$ cat src/rtl/thr_alarm_pkg.sv
package thr_alarm_pkg;
  localparam int ST_W  = 16;
  localparam int NLVL  = 4;
  localparam int NLAT  = 5;
  localparam int B_OFF = 4;
  localparam int B_NH  = 8;
  localparam int B_NL  = 9;
  localparam int PCT_W = 7;
  localparam logic [PCT_W-1:0] PCT_MAX = 7'd100;
endpackage

$ cat src/rtl/thr_dly_qual.sv
module thr_dly_qual #(
  parameter int DW = 8
) (
  input  logic          clk,
  input  logic          rst_n,
  input  logic          tick,
  input  logic          cond,
  input  logic [DW-1:0] dly,
  output logic          hit
);
  logic [DW-1:0] cnt_q, cnt_d;
  logic          cnt_en;

  always_comb begin
    cnt_en = tick;
    cnt_d  = cnt_q;
    if (!cond)            cnt_d = '0;
    else if (cnt_q < dly) cnt_d = cnt_q + 1'b1;
  end

  assign hit = tick & cond & (cnt_q >= dly);

  always_ff @(posedge clk or negedge rst_n) begin
    if (!rst_n)      cnt_q <= '0;
    else if (cnt_en) cnt_q <= cnt_d;
  end
endmodule

$ cat src/rtl/thr_nl_alarm.sv
module thr_nl_alarm
  import thr_alarm_pkg::*;
#(
  parameter int W    = 12,
  parameter bit HIGH = 1'b1
) (
  input  logic             clk,
  input  logic             rst_n,
  input  logic             tick,
  input  logic [W-1:0]     sample,
  input  logic [W-1:0]     thr,
  input  logic [PCT_W-1:0] hyst,
  output logic             flag
);
  localparam int PW = W + 8;

  logic [PCT_W-1:0] h_c;
  logic [7:0]       fac;
  logic [PW-1:0]    rel;
  logic             trip, release_ok, en, flag_d;

  assign h_c = (hyst > PCT_MAX) ? PCT_MAX : hyst;
  assign en  = (thr != '0);

  generate
    if (HIGH) begin : g_high
      assign fac        = 8'd100 - {1'b0, h_c};
      assign trip       = (sample >= thr);
      assign release_ok = (PW'(sample) < rel);
    end else begin : g_low
      assign fac        = 8'd100 + {1'b0, h_c};
      assign trip       = (sample <= thr);
      assign release_ok = (PW'(sample) > rel);
    end
  endgenerate

  assign rel = (PW'(thr) * PW'(fac)) / PW'(100);

  always_comb begin
    flag_d = flag;
    if (!en)                      flag_d = 1'b0;
    else if (tick) begin
      if (!flag && trip)          flag_d = 1'b1;
      else if (flag && release_ok) flag_d = 1'b0;
    end
  end

  always_ff @(posedge clk or negedge rst_n) begin
    if (!rst_n) flag <= 1'b0;
    else        flag <= flag_d;
  end
endmodule

$ cat src/rtl/thr_onoff_det.sv
module thr_onoff_det #(
  parameter int W  = 12,
  parameter int DW = 8
) (
  input  logic          clk,
  input  logic          rst_n,
  input  logic          tick,
  input  logic [W-1:0]  sample,
  input  logic [W-1:0]  ll_thr,
  input  logic [DW-1:0] on_dly,
  input  logic [DW-1:0] off_dly,
  output logic          off_hit
);
  logic on_q, on_d, en, above, on_cond, off_cond, on_hit;

  assign en       = (ll_thr != '0);
  assign above    = (sample > ll_thr);
  assign on_cond  = en & ~on_q & above;
  assign off_cond = en & on_q & ~above;

  thr_dly_qual #(.DW(DW)) u_on (
    .clk(clk), .rst_n(rst_n), .tick(tick), .cond(on_cond), .dly(on_dly), .hit(on_hit)
  );
  thr_dly_qual #(.DW(DW)) u_off (
    .clk(clk), .rst_n(rst_n), .tick(tick), .cond(off_cond), .dly(off_dly), .hit(off_hit)
  );

  always_comb begin
    on_d = on_q;
    if (!en)         on_d = 1'b0;
    else if (on_hit) on_d = 1'b1;
    else if (off_hit) on_d = 1'b0;
  end

  always_ff @(posedge clk or negedge rst_n) begin
    if (!rst_n) on_q <= 1'b0;
    else        on_q <= on_d;
  end
endmodule

$ cat src/rtl/thr_alarm_eng.sv
module thr_alarm_eng
  import thr_alarm_pkg::*;
#(
  parameter int W  = 12,
  parameter int DW = 8
) (
  input  logic             clk,
  input  logic             rst_n,
  input  logic             tick,
  input  logic [W-1:0]     sample,
  input  logic [W-1:0]     hh_thr,
  input  logic [W-1:0]     hi_thr,
  input  logic [W-1:0]     lo_thr,
  input  logic [W-1:0]     ll_thr,
  input  logic [W-1:0]     nl_hi_thr,
  input  logic [W-1:0]     nl_lo_thr,
  input  logic [PCT_W-1:0] hyst_pct,
  input  logic [DW-1:0]    hh_dly,
  input  logic [DW-1:0]    hi_dly,
  input  logic [DW-1:0]    lo_dly,
  input  logic [DW-1:0]    ll_dly,
  input  logic [DW-1:0]    on_dly,
  input  logic [DW-1:0]    off_dly,
  input  logic             stat_wr,
  input  logic [ST_W-1:0]  stat_wdata,
  output logic [ST_W-1:0]  status
);
  logic [NLVL-1:0][W-1:0]  lthr, lthr_q;
  logic [NLVL-1:0][DW-1:0] ldly;
  logic [NLVL-1:0]         lcond, lhit, lchg;
  logic [NLAT-1:0]         lat_q, lat_d, lat_set, lat_clr;
  logic                    off_hit, nh_flag, nl_flag;

  assign lthr = {ll_thr, lo_thr, hi_thr, hh_thr};
  assign ldly = {ll_dly, lo_dly, hi_dly, hh_dly};

  genvar k;
  generate
    for (k = 0; k < NLVL; k++) begin : g_lvl
      if (k < 2) begin : g_hi
        assign lcond[k] = (lthr[k] != '0) && (sample >= lthr[k]);
      end else begin : g_lo
        assign lcond[k] = (lthr[k] != '0) && (sample <= lthr[k]);
      end
      assign lchg[k] = (lthr[k] != lthr_q[k]);
      thr_dly_qual #(.DW(DW)) u_q (
        .clk(clk), .rst_n(rst_n), .tick(tick), .cond(lcond[k]), .dly(ldly[k]), .hit(lhit[k])
      );
    end
  endgenerate

  thr_onoff_det #(.W(W), .DW(DW)) u_onoff (
    .clk(clk), .rst_n(rst_n), .tick(tick), .sample(sample), .ll_thr(ll_thr),
    .on_dly(on_dly), .off_dly(off_dly), .off_hit(off_hit)
  );

  thr_nl_alarm #(.W(W), .HIGH(1'b1)) u_nh (
    .clk(clk), .rst_n(rst_n), .tick(tick), .sample(sample), .thr(nl_hi_thr),
    .hyst(hyst_pct), .flag(nh_flag)
  );
  thr_nl_alarm #(.W(W), .HIGH(1'b0)) u_nl (
    .clk(clk), .rst_n(rst_n), .tick(tick), .sample(sample), .thr(nl_lo_thr),
    .hyst(hyst_pct), .flag(nl_flag)
  );

  always_comb begin
    lat_set = {off_hit, lhit};
    lat_clr = {lchg[NLVL-1], lchg};
    if (stat_wr) lat_clr = lat_clr | ~stat_wdata[NLAT-1:0];
    lat_d = lat_set | (lat_q & ~lat_clr);
  end

  always_ff @(posedge clk or negedge rst_n) begin
    if (!rst_n) begin
      lat_q  <= '0;
      lthr_q <= '0;
    end else begin
      lat_q  <= lat_d;
      lthr_q <= lthr;
    end
  end

  always_comb begin
    status              = '0;
    status[NLAT-1:0]    = lat_q;
    status[B_NH]        = nh_flag;
    status[B_NL]        = nl_flag;
  end
endmodule

$ cat config.mk
export PLATFORM = sky130hd
export DESIGN_NAME = thr_alarm_eng
export DESIGN_NICKNAME = d
export VERILOG_FILES = /design/src/rtl/thr_alarm_pkg.sv /design/src/rtl/thr_dly_qual.sv /design/src/rtl/thr_nl_alarm.sv /design/src/rtl/thr_onoff_det.sv /design/src/rtl/thr_alarm_eng.sv
export SDC_FILE = /design/constraint.sdc
export NUM_CORES = 1
export LEC_CHECK = 0
export BUFFER_PORTS_ARGS = -buffer_cell sky130_fd_sc_hd__buf_2
export CAP_MARGIN = 10
export CORE_UTILIZATION = 30
export CTS_BUF_LIST = sky130_fd_sc_hd__clkbuf_8
export CTS_CLUSTER_SIZE = 28
export DETAILED_ROUTE_END_ITERATION = 7
export SLEW_MARGIN = 20
export SYNTH_ARGS = -nofsm -noshare
export SYNTH_HDL_FRONTEND = slang
export SYNTH_SLANG_ARGS = --single-unit
$ cat constraint.sdc
create_clock -name clk -period 3.65 [get_ports clk]
set_clock_uncertainty 0.15 [all_clocks]
set_input_delay 0.73 -clock clk [delete_from_list [all_inputs] [get_ports clk]]
set_output_delay 0.73 -clock clk [all_outputs]
set_load 0.005 [all_outputs]
### After elaboration in Yosys (flattened, before gate mapping)

Index checks and enable logic that the tools add are counted.

| word-level totals | value |
|---|---|
| output and inout port bits | 16 |
| word-level logic and storage cells | 135 |
| bits of input ports | 159 |
| register bits after elaboration | 104 |

| cells by class | value |
|---|---|
| multipliers | 2 |
| muxes and demuxes | 25 |
| equal/unequal tests | 15 |
| add/sub/neg operators | 8 |
| order comparisons | 22 |
| div/mod/pow operators | 2 |
| bitwise gates (word level) | 23 |
| reduce and logical (&&, ||, !) cells | 24 |

Operators with widths:

| cell | count |
|---|---|
| 2-to-1 mux 8 bit | 12 |
| nonzero test 12 bit | 6 |
| adder 8 x 1 -> 8 bit (second input constant) | 6 |
| greater-or-equal comparator 8 bit | 6 |
| < comparator 8 bit | 6 |
| inequality test 12 bit | 4 |
| divider 20 x 7 -> 20 bit (second input constant) | 2 |
| multiplier 12 x 8 -> 20 bit | 2 |
| greater-or-equal comparator 12 bit | 3 |
| <= comparator 12 bit | 3 |
| greater-than comparator 12 x 20 -> 1 bit | 1 |
| < comparator 12 x 20 -> 1 bit | 1 |
| bitwise AND 1 bit | 16 |
| AND reduction 2 bit | 8 |
| greater-than comparator 12 bit | 1 |
| inequality test 2 bit (second input constant) | 6 |
| 2-to-1 mux 1 bit | 11 |
| inverter 5 bit | 2 |
| bitwise OR 5 bit | 2 |
| inequality test 3 bit (second input constant) | 3 |
| adder 7 x 7 -> 8 bit (first input constant) | 1 |
| logical AND 1 bit | 8 |
| subtractor 7 x 7 -> 8 bit (first input constant) | 1 |
| greater-than comparator 7 bit (second input constant) | 1 |
| 6 further kinds | 9 |

### Logic depth before layout (Yosys ltp)

| depth | value |
|---|---|
| depth in word-level cells | 11 |
| gate-level depth with buffers | 70 |
| mapped depth without buffers | 61 |

### By module

Synthesis repeated with hierarchy kept, for this count alone.

| second synthesis, totals | value |
|---|---|
| cell total of the unflattened synthesis | 2872 |
| area, all modules | 22868.2 sq um |

By module, submodules not included:

| module | times used | area an instance (sq um) | cells an instance |
|---|---|---|---|
| thr_nl_alarm (u_nh) | 1 | 7490.9 | 1008 |
| thr_nl_alarm (u_nl) | 1 | 7247.0 | 962 |
| thr_dly_qual | 6 | 742.0 | 88 |
| thr_alarm_eng | 1 | 3299.4 | 322 |
| thr_onoff_det | 1 | 379.1 | 52 |

### Worst setup path after synthesis

No wires, ideal clock.

| timing | value |
|---|---|
| kind | input to register |
| from | input port hyst_pct[0] |
| to | register u_nh.flag |
| slack | -11175 ps |
| library setup time | 141 ps |
| data required time | 3359 ps |
| path buffers | 4 |
| arrival time | 14534 ps |
| stages | 65 |
| path through | o21ai_0 a21oi_1 nor2b_1 inv_1 clkbuf_1 ha_1 a21oi_1 o21a_1 nor2_1 a31oi_1 clkbuf_1 nor2_1 fa_1 inv_1 fa_1 inv_1 fa_1 inv_1 (+29 left out) mux2_4 o41ai_4 or3_1 nand2_2 or3_4 nand2_2 inv_2 a21bo_1 a221o_1 maj3_1 o21ai_1 ha_1 o21ai_0 nand2b_1 a21oi_1 o31ai_1 o311ai_0 a32oi_1 |

| between the ends | value |
|---|---|
| cells in the longest elaborated chain, start to end | 9 |

Ends and longest elaborated chain:

| element | line | source |
|---|---|---|
| start: declaration | thr_alarm_eng.sv:17 | `input logic [PCT_W-1:0] hyst_pct,` |
| greater-than comparator 7 bit | thr_nl_alarm.sv:22 | `assign h_c = (hyst > PCT_MAX) ? PCT_MAX : hyst;` |
| 2-to-1 mux 7 bit (*) | thr_nl_alarm.sv:22 |  |
| subtractor 7 x 7 -> 8 bit (*) | thr_nl_alarm.sv:27 | `assign fac = 8'd100 - {1'b0, h_c};` |
| multiplier 12 x 8 -> 20 bit (*) | thr_nl_alarm.sv:37 | `assign rel = (PW'(thr) * PW'(fac)) / PW'(100);` |
| divider 20 x 7 -> 20 bit (*) | thr_nl_alarm.sv:37 |  |
| < comparator 12 x 20 -> 1 bit (*) | thr_nl_alarm.sv:29 | `assign release_ok = (PW'(sample) < rel);` |
| logical AND 1 bit (*) | thr_nl_alarm.sv:44 | `else if (flag && release_ok) flag_d = 1'b0;` |
| inequality test 3 bit (no line) (*) | -- |  |
| AND reduction 2 bit (no line) (*) | -- |  |
| end signal: assignment | thr_nl_alarm.sv:50 | `else flag <= flag_d;` |
| end: declaration | thr_nl_alarm.sv:13 | `output logic flag` |

Mark *: on every way between the ends. The rest lies on a longest branch, timed or not.
A chain may end at the register's enable or synchronous reset.

### Worst setup path in the final report

| timing | value |
|---|---|
| from | input port hyst_pct[3] |
| to | register u_nh.flag |

Same word-level chain as after synthesis.

==> flow_summary_export.csv <==
group,metric,value,unit
floorplanning,ios,175,
critical_path,critPathMaxFanout,7,
route,vias,20900,
logic_synthesis,ys_seq_elements,104,
final_layout,layout.nets,3799,
global_routing,grtUsageTotal,0.182,
final_layout,final_common_cell,"buf_4",
logic_synthesis,synth.yosys.warnings,0,
global_routing,gr-total-overflow,0,
route,vias_per_cell,5.00,
route,wl_per_cell,15.4,µm
sta,drv_slew,0,
worst_hold_path,min_path_type,"in -> async",
critical_path,crit_arrival,13.95,ns
clocking,clk_path_buf_depth,2,
critical_path,worst_path_max_delay_cell,"fa_1",
critical_path,path_class,"in -> reg",
sta,finalSetupViolCount,2,
critical_path,cp_data_required_time,3.78,ns
run,cap_violations,0,
critical_path,max_stage_delay,0.55,ns
logic_synthesis,synth_edf_count,0,
route,drt_iter0_markers,1173,
sta,hold_violations,0,
sta,worst_slack,-10.17,ns
critical_path,r2r_start,"u_onoff.u_off.cnt_q[1]",
floorplanning,die_y,262,µm
sta,fin_crit_sh,3.79,
floorplanning,placementRows,95,
sta,max_freq,72.4,MHz
floorplanning,dieWidth,262,µm
clocking,htree_levels,3,
route,ant_nets,0,
floorplanning,die-area,0.0688,mm²
global_routing,grt_pass1_vias,20800,
floorplanning,start_util,0.303,
clocking,numCtsBuffers,9,
final_layout,area_growth,45.5,%
outcome,status,"finished with violations",
logic_synthesis,synth_top_area_share,0.143,
clocking,cts.clk_slew.worst_paths,0.11,ns
logic_synthesis,netlist.top_cell.by_area,"ha_1",
clocking,holdBufCountCts,0,
critical_path,cp-end-kind,"register",
clocking,cts_sinks,104,
outcome,failed_checks,"setup timing",
final_layout,drive_above_1_share,0.378,
final_layout,fin_area,0.0296,mm²
logic_synthesis,ys_seq_area_frac,0.128,
place,dpl.hpwl,52.1,mm
clocking,clkLatencyLatePin,0.39,ns
final_layout,n_fill_cell,6454,
clocking,cts_tree,"yes",
clocking,cts_root_buf,"clkbuf_8",
critical_path,r2r_slack,0.77,ns
place,gp_congestion,0.924,
logic_synthesis,ys_types,132,
logic_synthesis,syn_inst,2500,
floorplanning,placeableCoreArea,0.0672,mm²
place,numPortBuffers,154,
critical_path,startpoint_type,"input pin",
route,route.detailed.drc,0,
global_routing,grt_max_degree,59,
logic_synthesis,ys_top_cells_by_area,"ha_1 14%, dfrtp_1 13%, fa_1 12%, inv_1 5.4%, xor2_1 3.8%",
route,wl,64.0,mm
sta,fin_crit,13.82,ns
sta,relSlewSlack,0.476,
logic_synthesis,ys_async_sr_fraction,1.00,
final_layout,layout_common_cells,"644 x buf_4, 284 x inv_1, 208 x ha_1",
place,placedInstanceArea,0.0274,mm²
route,drt_pre_antenna_iters,5,
sta,tightestPinTransition,0.776,ns
global_routing,grt_pass1_wl,105,mm
logic_synthesis,syn_area_per_cell,8.14,µm²
critical_path,cp-startpoint,"hyst_pct[3]",
global_routing,antenna_found_initial,8,
critical_path,worstSetupEndpoint,"u_nh.flag",
critical_path,timing.rr.end,"u_onoff.u_off.cnt_q[5]",
sta,rsz0062_at_grt,"yes",
logic_synthesis,ys.flop_type,"dfrtp_1",
logic_synthesis,syn_area,0.0203,mm²
critical_path,rr_worst_depth,14,
-- area by class of cell --
cell class	instances	area, µm²	share of cell area
flip-flops and latches	104	2600	0.0879
diodes	4	10.0	0.000338
repair buffers	836	6190	0.209
well taps	873	1090	0.0369
clock inverters	6	90.1	0.00304
multi-input cells	2037	18300	0.620
clock buffers	10	138	0.00465
inverters	299	1130	0.0383
-- logic make-up after synthesis --
group           after synthesis  synth area share
xor+xnor                    170            0.0798
buf+inv                     379            0.0741
flops                       104             0.128
compound gates              615             0.224
simple gates                834             0.210
other cells                   2          0.000369
fa+ha+maj                   360             0.265
mux                          36            0.0189
-- flip-flops by register name, indices dropped and copies added, names as in the netlist --
register             count
u_nh.flag                1
u_onoff.u_on.cnt_q       8
lat_q                    5
u_nl.flag                1
g_lvl.u_q.cnt_q         32
u_onoff.on_q             1
lthr_q                  48
u_onoff.u_off.cnt_q      8
-- routing by layer --
metal | track usage | vias up | routed length [µm]
li1 | - | 10400 | -
met1 | 0.243 | 10000 | 29700
met2 | 0.323 | 378 | 31400
met3 | 0.0162 | 65 | 2040
met4 | 0.0277 | 8 | 839
met5 | 0 | - | 55
-- stage by stage --
stage	setup WS [ns]	utilization	std cells	setup TNS, ns	hold WS (ns)
final	-10.17	0.441	4169	-20.30	0.193
after global routing	-10.77	0.441	4168	-22.58	0.220
after CTS	-10.07	0.429	4131	-20.10	0.199
after detailed placement	-11.13	0.407	4070	-26.58	0.382
after global placement	-11.00	0.407	4070	-25.77	0.380
after floorplan	-9.86	-	2519	-19.70	0.284
-- synth_stat cells, types with 34 or more instances --
cell        n
xnor2_1    70
nor2b_1    38
xor2_1     88
nand2b_1   44
nor4_1     34
dfrtp_1   104
o21ai_0   113
and2_1     77
clkbuf_1   43
nor3_1     37
ha_1      233
nor2_1    204
nand4_1    47
a21oi_1   114
nand2_1   182
a21o_1     49
nand3_1    67
fa_1      120
inv_1     295
-- how the worst min path moves through the flow --
stage / end / slack, ns / depth (start not counted)
after floorplan: g_lvl[0].u_q.cnt_q[0] / 0.28 / 0
after global placement: u_onoff.u_off.cnt_q[7] / 0.38 / 2
after detailed placement: g_lvl[3].u_q.cnt_q[7] / 0.38 / 2
after CTS: g_lvl[3].u_q.cnt_q[7] / 0.20 / 1
after global routing: g_lvl[3].u_q.cnt_q[0] / 0.22 / 1
final: g_lvl[3].u_q.cnt_q[7] / 0.19 / 1
-- repair_timing --
item / 4_1_cts / 5_1_grt
gates resized for setup: 158 / 110
setup endpoints to repair: 6 / 9
gates cloned: 1 / 0
pin swaps: 122 / 98
buffers inserted: 48 / 34
-- critical path, delay by kind of cell --
family / cells / cell delay (ns)
AND/OR/NAND/NOR: 18 / 3.43
buffers and inverters: 13 / 1.24
adder cells (fa/ha/maj): 8 / 3.08
AO/OA/AOI/OAI: 26 / 4.73
XOR/XNOR: 1 / 0.23
multiplexers: 2 / 0.48
Power is left out: the tool's default activity adds up to more than one toggle a clock period on the data nets, which glitch-free logic cannot reach.
